==> config.mk <==
export PLATFORM = sky130hd
export DESIGN_NAME = sdh_err_irq_reg
export DESIGN_NICKNAME = d
export VERILOG_FILES = /design/src/rtl/sdh_err_pkg.sv /design/src/rtl/sdh_endbit_det.sv /design/src/rtl/sdh_tok_chk.sv /design/src/rtl/sdh_acmd_rise.sv /design/src/rtl/sdh_sticky_bit.sv /design/src/rtl/sdh_err_irq_reg.sv
export SDC_FILE = /design/constraint.sdc
export NUM_CORES = 1
export LEC_CHECK = 0
export BUFFER_PORTS_ARGS = -buffer_cell sky130_fd_sc_hd__buf_2
export CAP_MARGIN = 30
export CELL_PAD_IN_SITES_DETAIL_PLACEMENT = 2
export CELL_PAD_IN_SITES_GLOBAL_PLACEMENT = 2
export CORE_UTILIZATION = 12
export CTS_BUF_LIST = sky130_fd_sc_hd__clkbuf_8 sky130_fd_sc_hd__clkbuf_16
export DETAILED_ROUTE_END_ITERATION = 8
export PLACE_DENSITY_LB_ADDON = 0.1
export SETUP_SLACK_MARGIN = 0.3
export SLEW_MARGIN = 20
export SYNTH_ARGS = -nofsm -noshare
export SYNTH_HDL_FRONTEND = slang
export SYNTH_SLANG_ARGS = --single-unit
==> constraint.sdc <==
create_clock -name clk -period 1.35 [get_ports clk]
set_clock_uncertainty 0.15 [all_clocks]
set_input_delay 0.27 -clock clk [delete_from_list [all_inputs] [get_ports clk]]
set_output_delay 0.27 -clock clk [all_outputs]
set_load 0.01 [all_outputs]
==> src/rtl/sdh_err_pkg.sv <==
// Package: shared widths, bit positions and constants of the error
// interrupt status register. Assumes a 16-bit register layout.
package sdh_err_pkg;
    localparam int REG_W   = 16;
    localparam int TOK_W   = 3;
    localparam logic [TOK_W-1:0] TOK_GOOD = 3'b010;

    localparam int B_TOUT   = 4;
    localparam int B_CRC    = 5;
    localparam int B_ENDBIT = 6;
    localparam int B_ILIM   = 7;
    localparam int B_ACMD   = 8;
    localparam int B_ADMA   = 9;

    // Bits that hold state in this block; all others read 0.
    localparam logic [REG_W-1:0] IMPL_MASK =
        (REG_W'(1) << B_TOUT) | (REG_W'(1) << B_CRC) | (REG_W'(1) << B_ENDBIT) |
        (REG_W'(1) << B_ACMD) | (REG_W'(1) << B_ADMA);
endpackage

==> src/rtl/sdh_endbit_det.sv <==
// Module: flags a zero on the data line at an end-bit position.
// Assumes the strobes mark the single cycle in which dat_bit holds
// the end bit of read data or of the CRC status token.
module sdh_endbit_det (
    input  logic rd_stb,
    input  logic tok_stb,
    input  logic dat_bit,
    output logic err
);
    // An end bit must be 1; a 0 under either strobe is an error.
    always_comb err = (rd_stb | tok_stb) & ~dat_bit;
endmodule

==> src/rtl/sdh_tok_chk.sv <==
// Module: compares a received write CRC status token with the good
// pattern. Assumes tok is meaningful only while valid is 1.
module sdh_tok_chk
    import sdh_err_pkg::*;
(
    input  logic             valid,
    input  logic [TOK_W-1:0] tok,
    output logic             bad
);
    // Any pattern other than the good one is a CRC failure report.
    always_comb bad = valid & (tok != TOK_GOOD);
endmodule

==> src/rtl/sdh_acmd_rise.sv <==
// Module: detects a 0-to-1 change on any bit of the stop-command
// error-status vector. Holds the previous value, cleared by reset.
module sdh_acmd_rise #(
    parameter int W = 5
) (
    input  logic         clk,
    input  logic         rst_n,
    input  logic [W-1:0] vec,
    output logic         rise
);
    logic [W-1:0] prev_q;

    // Keep last cycle's vector for the edge compare.
    always_ff @(posedge clk) begin
        if (!rst_n) prev_q <= '0;
        else        prev_q <= vec;
    end

    // Any bit now 1 that was 0 one cycle ago.
    always_comb rise = |(vec & ~prev_q);
endmodule

==> src/rtl/sdh_sticky_bit.sv <==
// Module: one sticky status bit with write-1 clear. A set in the same
// cycle as a clear wins, so no event is lost.
module sdh_sticky_bit (
    input  logic clk,
    input  logic rst_n,
    input  logic set,
    input  logic clr,
    output logic q
);
    // Hold, clear on request, set dominant.
    always_ff @(posedge clk) begin
        if (!rst_n) q <= 1'b0;
        else        q <= set | (q & ~clr);
    end
endmodule

==> src/rtl/sdh_err_irq_reg.sv <==
// Module: error interrupt status register of an SD host controller.
// Collects error events, latches them under stat_en, clears them by
// write-1, and drives a registered interrupt under sig_en.
// Assumes event inputs are single-cycle pulses, synchronous to clk.
module sdh_err_irq_reg
    import sdh_err_pkg::*;
#(
    parameter int ACMD_W = 5
) (
    input  logic              clk,
    input  logic              rst_n,
    input  logic              reg_wr,
    input  logic [REG_W-1:0]  reg_wdata,
    output logic [REG_W-1:0]  reg_rdata,
    input  logic [REG_W-1:0]  stat_en,
    input  logic [REG_W-1:0]  sig_en,
    input  logic              adma_err,
    input  logic              adma_fetch_invalid,
    input  logic [ACMD_W-1:0] acmd_err_vec,
    input  logic              rd_crc_err,
    input  logic              data_timeout,
    input  logic              busy_timeout,
    input  logic              rd_endbit_stb,
    input  logic              tok_endbit_stb,
    input  logic              dat_bit,
    input  logic              tok_valid,
    input  logic [TOK_W-1:0]  tok_status,
    output logic              irq
);
    logic             endbit_err;
    logic             tok_bad;
    logic             acmd_rise;
    logic [REG_W-1:0] ev;
    logic [REG_W-1:0] status_q;

    sdh_endbit_det u_endbit (
        .rd_stb  (rd_endbit_stb),
        .tok_stb (tok_endbit_stb),
        .dat_bit (dat_bit),
        .err     (endbit_err)
    );

    sdh_tok_chk u_tok (
        .valid (tok_valid),
        .tok   (tok_status),
        .bad   (tok_bad)
    );

    sdh_acmd_rise #(.W(ACMD_W)) u_acmd (
        .clk   (clk),
        .rst_n (rst_n),
        .vec   (acmd_err_vec),
        .rise  (acmd_rise)
    );

    // Map each error source onto its status bit position.
    always_comb begin
        ev           = '0;
        ev[B_TOUT]   = data_timeout | busy_timeout;
        ev[B_CRC]    = rd_crc_err | tok_bad;
        ev[B_ENDBIT] = endbit_err;
        ev[B_ACMD]   = acmd_rise;
        ev[B_ADMA]   = adma_err | adma_fetch_invalid;
    end

    for (genvar i = 0; i < REG_W; i++) begin : g_bit
        if (IMPL_MASK[i]) begin : g_impl
            sdh_sticky_bit u_bit (
                .clk   (clk),
                .rst_n (rst_n),
                .set   (ev[i] & stat_en[i]),
                .clr   (reg_wr & reg_wdata[i]),
                .q     (status_q[i])
            );
        end else begin : g_zero
            assign status_q[i] = 1'b0;
        end
    end

    assign reg_rdata = status_q;

    // Interrupt: registered OR of signalled status bits.
    always_ff @(posedge clk) begin
        if (!rst_n) irq <= 1'b0;
        else        irq <= |(status_q & sig_en);
    end
endmodule

# After elaboration in Yosys (flattened, before gate mapping)
# Index checks and enable logic that the tools add are counted.
# word_totals
input_bits,68
output_inout_bits,17
elab_cells,45
register_bits,11
# op_classes
n_eq_ne,1
n_reduce_logical,2
bitwise_logic,35
# op_table
cell,n
$and A1 B1 Y1,17
$and A10 B16 Y16,1
$reduce_or A16 Y1,1
$or A1 B1 Y1,9
$not A1 Y1,6
$and A5 B5 Y5,1
$not A5 Y5,1
$reduce_or A5 Y1,1
$ne A3 B2 Y1 const B,1

# Longest topological paths before layout
# logic_depth
depth_word,5
mapped_depth,3
mapped_depth_nobuf,3

# By module
# Synthesis repeated with hierarchy kept, for this count alone.
# hier_totals
hier_cells,61
area_unflattened_um2,594.3
# modules_own_cells
module,seq_area_each_um2,cells_per_inst,instances,area_per_inst_um2
sdh_sticky_bit,20.0,3,5,41.3
sdh_err_irq_reg,20.0,26,1,197.7
sdh_acmd_rise,100.1,17,1,168.9
sdh_tok_chk,0.0,2,1,11.3
sdh_endbit_det,0.0,1,1,10.0

# Worst setup path before layout
# OpenSTA, ideal clock, no wires.
# synth_path
kind,input to register
start,in tok_status[0]
end,reg g_bit[5].g_impl.u_bit.q
stages,3
n_path_buf,0
setup_ns,0.119
t_arrival_ns,0.930
path_slack_ns,0.151
required_time_ns,1.081
cell_sequence,or4b_1 -> o211ai_2 -> a21boi_2
# synth_between
elab_chain_cells,5
# synth_lines
item,line_no,text
from (decl),sdh_err_irq_reg.sv:27,"input logic [TOK_W-1:0] tok_status,"
$ne A3 B2 Y1,sdh_tok_chk.sv:11,always_comb bad = valid & (tok != TOK_GOOD);
$and A1 B1 Y1,sdh_tok_chk.sv:11,
$or A1 B1 Y1,sdh_err_irq_reg.sv:60,ev[B_CRC] = rd_crc_err | tok_bad;
$and A1 B1 Y1,sdh_err_irq_reg.sv:71,".set (ev[i] & stat_en[i]),"
$or A1 B1 Y1,sdh_sticky_bit.sv:13,else q <= set | (q & ~clr);
to (signal assigned),sdh_sticky_bit.sv:13,
to (decl),sdh_sticky_bit.sv:8,output logic q
# Every way passes these cells.
# A chain may end at the register's enable or synchronous reset.

# Worst setup path in the final report
# layout_path
start,reg g_bit[9].g_impl.u_bit.q
end,out reg_rdata[9]
# layout_rtl
item,line_no,text
from (decl),sdh_sticky_bit.sv:8,
from (signal assigned),sdh_sticky_bit.sv:13,
to (decl),sdh_err_irq_reg.sv:14,"output logic [REG_W-1:0] reg_rdata,"
# No word-level cell between the ends.

==> results.py <==
metrics = {
    "detailed_routing": {
        "dr.pass1.iters": 6,
        "drc": 12,
        "detail-route-antenna-nets": 0,
        "wl_um": 1620,
        "via_count": 562,
        "detail_route.wl_per_cell_um": 10.3,
        "avgViaCountPerCell": 3.58,
        "drtIter0Drc": 31,
    },
    "grt": {
        "grt_max_degree": 12,
        "antenna_found_initial": 0,
        "grt_pass1_wl_um": 2530,
        "grt_overflow_total": 0,
        "track_usage_pct": 6.85,
        "grt_pass1_vias": 559,
    },
    "worst_setup_path": {
        "crit_slowest_cell": "dfxtp_4",
        "crit_required_ps": 930,
        "cp-start-kind": "flip-flop",
        "r2r_cells": 3,
        "regToRegSetupSlack_ps": 310,
        "r2r_start": "g_bit[8].g_impl.u_bit.q",
        "max_stage_delay_ps": 350,
        "crit_buf_inv": 1,
        "cpLargestDelayFamily": "flip-flops",
        "crit_path_max_fanout": 3,
        "worstReg2RegEnd": "g_bit[8].g_impl.u_bit.q",
        "criticalPathCategory": "reg -> out",
        "critical_path_arrival_ps": 710,
        "crit_chain": "buf_6",
        "cp-end-kind": "output port",
    },
    "timing": {
        "slew_violations": 0,
        "finalHoldViolCount": 0,
        "fmax_mhz": 889,
        "setup-tns-final_ps": 0,
        "min_period_ps": 1130,
        "fin_crit_sh_pct": 83.3,
        "rsz0062_at_grt": "yes",
        "finalSetupViolCount": 0,
    },
    "logic_synthesis": {
        "syn_area_um2": 567,
        "synth_cells": 65,
        "synth_edf_count": 0,
        "yosysUniqueCellTypes": 17,
        "seq_area_frac_synth_pct": 38.9,
        "async_flop_share_pct": 0,
        "synth_area_per_cell_um2": 8.72,
        "ys_ff_latch": 11,
        "yosysWarnings": 0,
        "ys.flop_type": "dfxtp_1",
    },
    "pwr": {
        "leakage_nw": 0.427,
        "pwr_density_cell_mw_per_mm2": 979,
        "max-vdd-ir-drop_mv": 0.172,
    },
    "cells_and_area": {
        "drive_gt1_share_pct": 53.3,
        "final_common_cell": "buf_2",
        "fin_nets": 174,
        "instances_no_fill": 157,
        "syn_to_final_growth_pct": 54.7,
        "final_cell_mix": "buf_2, conb_1, nand2_1",
        "antennaDiodeCount": 0,
    },
    "floorplanning": {
        "die_w_um": 70.7,
        "row_count": 24,
        "chipHeight_um": 70.7,
        "core_area_mm2": 0.00444,
        "io_pins": 85,
        "die_area_mm2": 0.00500,
        "start_util_pct": 12.8,
    },
    "min_path": {
        "min_path_type": "in -> reg",
        "holdCritStartpoint": "acmd_err_vec[4]",
        "hold_end": "u_acmd.prev_q[4]",
        "min_path_cells": 2,
    },
    "clock_network": {
        "cts_root_buf": "clkbuf_8",
        "cts_made_buffers": 3,
        "h-tree-depth": 1,
        "path_clk_slew_ps": 50,
        "clock_path_buffers": 2,
        "clkLatencyLatePin_ps": 240,
        "cts_tree": "built",
        "cts.sink_count": 11,
        "post_cts_hold_buffer_count": 0,
    },
    "status": {
        "violations": "DRC",
        "status": "complete, but fails checks",
    },
    "place": {
        "placed_cells": 151,
        "dp_hpwl_um": 1380,
        "numPortBuffers": 40,
        "gp_congestion": 0.605,
    },
    "flow_run": {
        "drv_cap": 0,
    },
}
logic make-up after synthesis:
family	Yosys count	share of synthesized area [%]
buf+inv	23	25.8
other cells	1	0.662
simple gates	14	12.6
compound gates	16	22.1
flops	11	38.9
stage by stage:
step	power, mW	cell area (um^2)	hold slack [ps]	setup WS [ps]	utilization (%)
floorplan	0.460	604	242	151	-
global placement	0.499	753	326	34.2	16.9
detailed placement	0.503	753	329	23.9	16.9
CTS	0.879	868	92.1	220	19.5
global route	0.919	877	94.1	191	19.7
finish	0.859	877	99.4	225	19.7
area by class of cell:
class	count	area, um^2
fillers	530	3570
repair buffers	43	267
multi-input cells	41	248
flip-flops and latches	11	229
well taps	52	65.1
clock buffers	3	41.3
inverters	6	22.5
clock inverters	1	5.00
flip-flops by register name, summed over array words and instances (netlist names):
register,cells
g_bit.g_impl.u_bit.q,5
u_acmd.prev_q,5
irq,1
synthesized netlist by cell type (2+ instances only):
cell type | n | area share (%)
o21ai_0 | 3 | 2.6
a222oi_1 | 2 | 3.5
and2_1 | 5 | 5.5
nand2_1 | 8 | 5.3
a21boi_0 | 5 | 6.6
dfxtp_1 | 11 | 39
inv_1 | 6 | 4.0
buf_4 | 16 | 21
per-layer routing:
| metal | global-route usage, % | vias to the layer above | share of wire (%) |
|---|---|---|---|
| li1 | - | 268 | - |
| met1 | 7.09 | 258 | 41 |
| met2 | 11.6 | 33 | 48 |
| met3 | 3.70 | 3 | 9.8 |
| met4 | 2.67 | 0 | 0.93 |
| met5 | 0 | - | 0 |
power by group:
part	switching (mW)	internal, mW	leakage, nW	total [mW]
registers	0.0124	0.349	0.0933	0.361
clock network	0.133	0.203	0.0255	0.337
logic	0.0698	0.0916	0.308	0.161
worst max-delay path by stage:
stage,startpoint,endpoint,slack [ps],cells after the start
floorplan,tok_status[0],g_bit[5].g_impl.u_bit.q,150,3
global placement,tok_status[0],g_bit[5].g_impl.u_bit.q,30,4
detailed placement,tok_status[0],g_bit[5].g_impl.u_bit.q,20,4
CTS,g_bit[9].g_impl.u_bit.q,reg_rdata[9],220,1
global route,g_bit[9].g_impl.u_bit.q,reg_rdata[9],190,1
finish,g_bit[9].g_impl.u_bit.q,reg_rdata[9],220,1
timing repair:
item	in CTS	in global routing
setup endpoints to repair	9	9
pin swaps	6	2
resized for setup	15	2
setup buffers	2	0
endpoints found under the hold margin	0	0
No activity file was read; power rests on OpenSTA's default activity.
